### src/rtl/gew_pkg.sv
package gew_pkg;
  localparam int ADDR_W = 3;

  typedef enum logic [ADDR_W-1:0] {
    A_RISE_IRQ  = 3'd0,
    A_FALL_IRQ  = 3'd1,
    A_RISE_WAKE = 3'd2,
    A_FALL_WAKE = 3'd3,
    A_SLEEP     = 3'd4,
    A_STATUS    = 3'd5,
    A_CLEAR     = 3'd6
  } reg_addr_e;

  localparam int NUM_CFG = 5;
endpackage

### src/rtl/gew_sync.sv
module gew_sync #(
  parameter int N      = 32,
  parameter int STAGES = 2
) (
  input  logic         clk_i,
  input  logic         rst_n,
  input  logic [N-1:0] pins_i,
  output logic [N-1:0] cur_o,
  output logic [N-1:0] prev_o
);
  logic [N-1:0] stage_q [STAGES];
  logic [N-1:0] prev_q;

  for (genvar s = 0; s < STAGES; s++) begin : g_stage
    logic [N-1:0] stage_d;
    if (s == 0) begin : g_first
      assign stage_d = pins_i;
    end else begin : g_next
      assign stage_d = stage_q[s-1];
    end
    always_ff @(posedge clk_i or negedge rst_n) begin
      if (!rst_n) stage_q[s] <= '0;
      else        stage_q[s] <= stage_d;
    end
  end

  always_ff @(posedge clk_i or negedge rst_n) begin
    if (!rst_n) prev_q <= '0;
    else        prev_q <= stage_q[STAGES-1];
  end

  assign cur_o  = stage_q[STAGES-1];
  assign prev_o = prev_q;
endmodule

### src/rtl/gew_regs.sv
module gew_regs
  import gew_pkg::*;
#(
  parameter int N = 32
) (
  input  logic              clk_i,
  input  logic              rst_n,
  input  logic              wr_i,
  input  logic [ADDR_W-1:0] addr_i,
  input  logic [N-1:0]      wdata_i,
  input  logic [N-1:0]      status_i,
  output logic [N-1:0]      rise_irq_o,
  output logic [N-1:0]      fall_irq_o,
  output logic [N-1:0]      rise_wake_o,
  output logic [N-1:0]      fall_wake_o,
  output logic [N-1:0]      sleep_o,
  output logic [N-1:0]      clr_o,
  output logic [N-1:0]      rdata_o
);
  logic [N-1:0] cfg_q [NUM_CFG];
  logic [N-1:0] cfg_d [NUM_CFG];

  for (genvar r = 0; r < NUM_CFG; r++) begin : g_cfg
    logic wen;
    assign wen = wr_i && (addr_i == ADDR_W'(r));
    always_comb begin
      cfg_d[r] = cfg_q[r];
      if (wen) cfg_d[r] = wdata_i;
    end
    always_ff @(posedge clk_i or negedge rst_n) begin
      if (!rst_n) cfg_q[r] <= '0;
      else        cfg_q[r] <= cfg_d[r];
    end
  end

  assign rise_irq_o  = cfg_q[A_RISE_IRQ];
  assign fall_irq_o  = cfg_q[A_FALL_IRQ];
  assign rise_wake_o = cfg_q[A_RISE_WAKE];
  assign fall_wake_o = cfg_q[A_FALL_WAKE];
  assign sleep_o     = cfg_q[A_SLEEP];
  assign clr_o       = (wr_i && addr_i == A_CLEAR) ? wdata_i : '0;

  always_comb begin
    unique case (addr_i)
      A_RISE_IRQ, A_FALL_IRQ, A_RISE_WAKE, A_FALL_WAKE, A_SLEEP:
        rdata_o = cfg_q[addr_i];
      A_STATUS: rdata_o = status_i;
      default:  rdata_o = '0;
    endcase
  end
endmodule

### src/rtl/gew_events.sv
module gew_events #(
  parameter int N = 32
) (
  input  logic         clk_i,
  input  logic         rst_n,
  input  logic [N-1:0] cur_i,
  input  logic [N-1:0] prev_i,
  input  logic [N-1:0] rise_irq_i,
  input  logic [N-1:0] fall_irq_i,
  input  logic [N-1:0] rise_wake_i,
  input  logic [N-1:0] fall_wake_i,
  input  logic [N-1:0] sleep_i,
  input  logic [N-1:0] clr_i,
  output logic [N-1:0] status_o,
  output logic         irq_o,
  output logic         wake_o
);
  logic [N-1:0] rise, fall, irq_hits, wake_hits;
  logic [N-1:0] status_d, status_q;
  logic         wake_d, wake_q;

  always_comb begin
    rise      = cur_i & ~prev_i;
    fall      = ~cur_i & prev_i;
    irq_hits  = (rise & rise_irq_i) | (fall & fall_irq_i);
    wake_hits = ((rise & rise_wake_i) | (fall & fall_wake_i)) & ~sleep_i;
    status_d  = (status_q & ~clr_i) | irq_hits;
    wake_d    = |wake_hits;
  end

  always_ff @(posedge clk_i or negedge rst_n) begin
    if (!rst_n) begin
      status_q <= '0;
      wake_q   <= 1'b0;
    end else begin
      status_q <= status_d;
      wake_q   <= wake_d;
    end
  end

  assign status_o = status_q;
  assign irq_o    = |status_q;
  assign wake_o   = wake_q;

  assert_status_needs_mask_R3: assert property (@(posedge clk_i) disable iff (!rst_n)
    ((status_q & ~$past(status_q)) & ~$past(rise_irq_i | fall_irq_i)) == '0);

  assert_status_sticky_R5: assert property (@(posedge clk_i) disable iff (!rst_n)
    ($past(status_q & ~clr_i) & ~status_q) == '0);

  assert_set_wins_R6: assert property (@(posedge clk_i) disable iff (!rst_n)
    ($past(irq_hits) & ~status_q) == '0);

  assert_irq_drop_needs_clear_R7: assert property (@(posedge clk_i) disable iff (!rst_n)
    $fell(irq_o) |-> ($past(clr_i) != '0));

  assert_wake_gated_R8: assert property (@(posedge clk_i) disable iff (!rst_n)
    wake_o |-> ($past(~sleep_i & (rise_wake_i | fall_wake_i)) != '0));
endmodule

### src/rtl/gew_top.sv
module gew_top
  import gew_pkg::*;
#(
  parameter int N           = 32,
  parameter int SYNC_STAGES = 2
) (
  input  logic              clk_i,
  input  logic              rst_ni,
  input  logic [N-1:0]      pins_i,
  input  logic              reg_wr_i,
  input  logic [ADDR_W-1:0] reg_addr_i,
  input  logic [N-1:0]      reg_wdata_i,
  output logic [N-1:0]      reg_rdata_o,
  output logic              irq_o,
  output logic              wake_o
);
  logic [1:0]   rst_sync_q;
  logic         rst_n;
  logic [N-1:0] cur, prev, status;
  logic [N-1:0] rise_irq, fall_irq, rise_wake, fall_wake, sleep, clr;

  always_ff @(posedge clk_i or negedge rst_ni) begin
    if (!rst_ni) rst_sync_q <= 2'b00;
    else         rst_sync_q <= {rst_sync_q[0], 1'b1};
  end
  assign rst_n = rst_sync_q[1];

  gew_sync #(.N(N), .STAGES(SYNC_STAGES)) u_sync (
    .clk_i(clk_i), .rst_n(rst_n), .pins_i(pins_i), .cur_o(cur), .prev_o(prev)
  );

  gew_regs #(.N(N)) u_regs (
    .clk_i(clk_i), .rst_n(rst_n), .wr_i(reg_wr_i), .addr_i(reg_addr_i),
    .wdata_i(reg_wdata_i), .status_i(status),
    .rise_irq_o(rise_irq), .fall_irq_o(fall_irq),
    .rise_wake_o(rise_wake), .fall_wake_o(fall_wake),
    .sleep_o(sleep), .clr_o(clr), .rdata_o(reg_rdata_o)
  );

  gew_events #(.N(N)) u_events (
    .clk_i(clk_i), .rst_n(rst_n), .cur_i(cur), .prev_i(prev),
    .rise_irq_i(rise_irq), .fall_irq_i(fall_irq),
    .rise_wake_i(rise_wake), .fall_wake_i(fall_wake),
    .sleep_i(sleep), .clr_i(clr),
    .status_o(status), .irq_o(irq_o), .wake_o(wake_o)
  );
endmodule

### config.mk
export PLATFORM = sky130hd
export DESIGN_NAME = gew_top
export DESIGN_NICKNAME = d
export VERILOG_FILES = /design/src/rtl/gew_pkg.sv /design/src/rtl/gew_sync.sv /design/src/rtl/gew_regs.sv /design/src/rtl/gew_events.sv /design/src/rtl/gew_top.sv
export SDC_FILE = /design/constraint.sdc
export NUM_CORES = 1
export LEC_CHECK = 0
export BUFFER_PORTS_ARGS = -buffer_cell sky130_fd_sc_hd__clkbuf_2
export CAP_MARGIN = 0
export CELL_PAD_IN_SITES_DETAIL_PLACEMENT = 0
export CELL_PAD_IN_SITES_GLOBAL_PLACEMENT = 1
export CORE_MARGIN = 4
export CORE_UTILIZATION = 45
export CTS_CLUSTER_SIZE = 40
export DETAILED_ROUTE_END_ITERATION = 10
export PLACE_DENSITY = 0.77
export SYNTH_ARGS = -nofsm -noshare
export SYNTH_HDL_FRONTEND = slang
export SYNTH_SLANG_ARGS = --single-unit
### constraint.sdc
create_clock -name clk_i -period 8.7 [get_ports clk_i]
set_input_delay 0.87 -clock clk_i [delete_from_list [all_inputs] [get_ports clk_i]]
set_output_delay 0.87 -clock clk_i [all_outputs]
set_load 0.03 [all_outputs]
==> metrics.cfg <==
[status]
outcome = finished, final reports clean

[hold_path]
hold_path.class = input port to asynchronous set/reset pin

[power_and_ir_drop]
power_density_mw_per_mm2 = 256.2
p_int_uw = 2649
switchingPower_uw = 982.7
share_seq_of_total_power_pct = 47.9
total_leakage_power_uw = 0.006183
p_clk_share_pct = 36.0
vdd_drop_max_mv = 0.2572
comb_power_share_pct = 16.1
p_sw_share_pct = 27.06

[synthesis]
synth.net_count = 954
netlist.area_leader.share_pct = 59.38
synth_top_area_cell = dfrtp_1
syn_area_sq_mm = 0.01226
ys_seq_area_share_pct = 59.38
syn_avg_cell_area_sq_um = 13.87
ys_seq_elements = 291
yosys_warnings = 0
syn_inst = 884
synth.area.top_cells = dfrtp_1, mux2_2, mux4_2, nand2_1, mux2i_1
synth.distinct_cells = 36

[setup_path]
start_kind = input port
rrSetupSlack_ns = 6.62
endpoint_kind = primary output
timing.rr.start = u_sync.prev_o[7]
r2r-end = u_events.wake_o
crit_arrival_ns = 3.17
critical_path_class = input port to primary output
cp_max_fo = 46
crit_required_ns = 7.83
worstRegToRegCells = 5

[cts]
cts_setup_buffers = 0
cts_tree = done
cts_max_path_buffers = 3
cts_buffers = 31
clock-sinks = 291
cts_hold_repair.buffers = 0
clk_pin_slew_ns = 0.06
cts-root-buf = clkbuf_16
cts_resized = 0
clk_latency_ns = 0.56
htree_levels = 1

[final_layout]
fin_util_pct = 52.73
antenna_cells = 0
syn_to_final_growth_pct = 15.57
final_common_cell = dfrtp_1
drive_gt1_share_pct = 35.46
layout.nets = 1066
layout_common_cells = dfrtp_1, mux2_2, clkbuf_2

[sta]
timing.setup.tns_ns = 0
worst_slew_pin_slew_ns = 1.058
fmax_ghz = 0.2473
drv_slew = 0
skew_ns = 0.01609
hold_viol = 0
rsz0062_at_grt = no
fin_crit_ns = 4.043
max_slew_margin_pct = 29.41
setup_viol = 0
finalCritPeriodShare_pct = 46.48

[drt]
first_pass_iters = 4
wl_microns = 29730
drt_iter0_drc = 681
ant_nets = 0
wl_per_cell_microns = 21.83
viasPerCell = 5.623
drc = 0
num_vias = 7658

[floorplan]
io-pin-count = 104
chipWidth_microns = 173.1
die_area_sq_mm = 0.02996
coreArea_sq_mm = 0.02688
die_h_microns = 173.1
rows = 60
initial_core_util_pct = 45.63

[global_routing]
antenna_found_initial = 0
grt-ovfl-total = 0
grt_max_degree = 75
grt_pass1_wl_microns = 47160
first_global_vias = 8081
grtUsageTotal_pct = 19.78

[placement]
hpwl_microns = 19480
port_buffers = 103
place.gp.congestion = 0.8276

[flow_run]
maxCapViolCount = 0

-- power by group through the flow --
stage          clock network [uW]  logic (uW)  registers, uW
2_1_floorplan                   0         436           1710
3_3_place_gp                    0         578           1760
3_5_place_dp                    0         590           1760
4_1_cts                      1340         592           1740
5_1_grt                      1410         637           1770
6_report                     1310         584           1740
-- worst max-delay path by stage --
stage | startpoint | end | slack, ns | depth (start not counted)
after floorplan | rst_sync_q[1] | u_events.status_o[0] | 3.93 | 0
after global placement | reg_addr_i[0] | reg_rdata_o[16] | 4.63 | 6
after detailed placement | reg_addr_i[0] | reg_rdata_o[16] | 4.61 | 6
after CTS | reg_addr_i[0] | reg_rdata_o[16] | 4.61 | 6
after global routing | reg_addr_i[0] | reg_rdata_o[27] | 4.50 | 6
final | reg_addr_i[0] | reg_rdata_o[16] | 4.66 | 6
-- cell families after synthesis --
family / synth area share, %
AOI/OAI and AO/OA: 6.775
DFF: 59.38
muxes: 23.18
and+or+nand+nor: 7.928
other: 0.03058
buffers and inverters: 2.704
-- worst max-delay path, cell delays in order --
cell	delay, ns
buf_4	0.43
buf_4	0.83
mux4_2	0.59
inv_1	0.06
o22ai_1	0.11
clkbuf_2	0.24
-- per-stage QoR --
step                      hold slack (ns)  area [sq um]  instances  worst slack (ns)  power (uW)
after floorplan                    0.3311         12260        884             3.934        2148
after global placement             0.3327         13140       1304             4.631        2336
after detailed placement           0.3347         13140       1304             4.611        2353
after CTS                         0.07143         14170       1362             4.610        3671
after global routing              0.05944         14170       1362             4.496        3812
final                             0.08773         14170       1362             4.657        3632
-- registers in the layout, summed over array words and instances (netlist names) --
| register | cells |
|---|---|
| u_regs.rise_wake_o | 32 |
| u_events.wake_o | 1 |
| u_sync.g_stage.stage_d | 32 |
| u_sync.cur_o | 32 |
| u_sync.prev_o | 32 |
| u_regs.rise_irq_o | 32 |
| u_regs.fall_irq_o | 32 |
| u_events.status_o | 32 |
| rst_sync_q | 2 |
| u_regs.sleep_o | 32 |
| u_regs.fall_wake_o | 32 |
-- per-layer routing --
layer | part of all wire (%) | routed length (microns) | track usage, % | vias to the layer above
li1 | - | - | - | 3468
met1 | 46 | 13530 | 28.68 | 3982
met2 | 48 | 14160 | 31.26 | 163
met3 | 4.5 | 1326 | 3.629 | 45
met4 | 2.4 | 719 | 4.855 | 0
met5 | 0 | 0 | 0 | -
-- Yosys cell counts --
library cell,instances
dfrtp_1,291
mux2_2,152
nand2_1,90
o22ai_1,44
inv_1,33
mux2i_1,32
mux4_2,32
nor2b_1,32
nor2_1,31
a221o_1,29
a2bb2oi_1,25
buf_2,21
nor4_1,13
buf_4,10
mux2_1,8
and3b_1,6
clkbuf_1,6
nor4bb_1,5
nand4_1,3
and4bb_2,2
nor3b_2,2
o21ai_0,2
or4_1,2
a21o_1,1
a221o_2,1
a222oi_1,1
a22oi_1,1
clkbuf_2,1
conb_1,1
nand2b_1,1
nand3_1,1
nand3b_1,1
nor2_2,1
nor2b_2,1
nor3_2,1
or2_2,1
-- cell type report --
type	count	area (sq um)
fill	2307	12700
sequential	291	7286
clock buffer	50	957.2
timing repair buffer	117	623.1
inverter	33	123.9
tap	341	426.7
multi-input combinational	522	4678
clock inverter	8	77.57
Note: power is estimated with default switching activity, not from simulation.
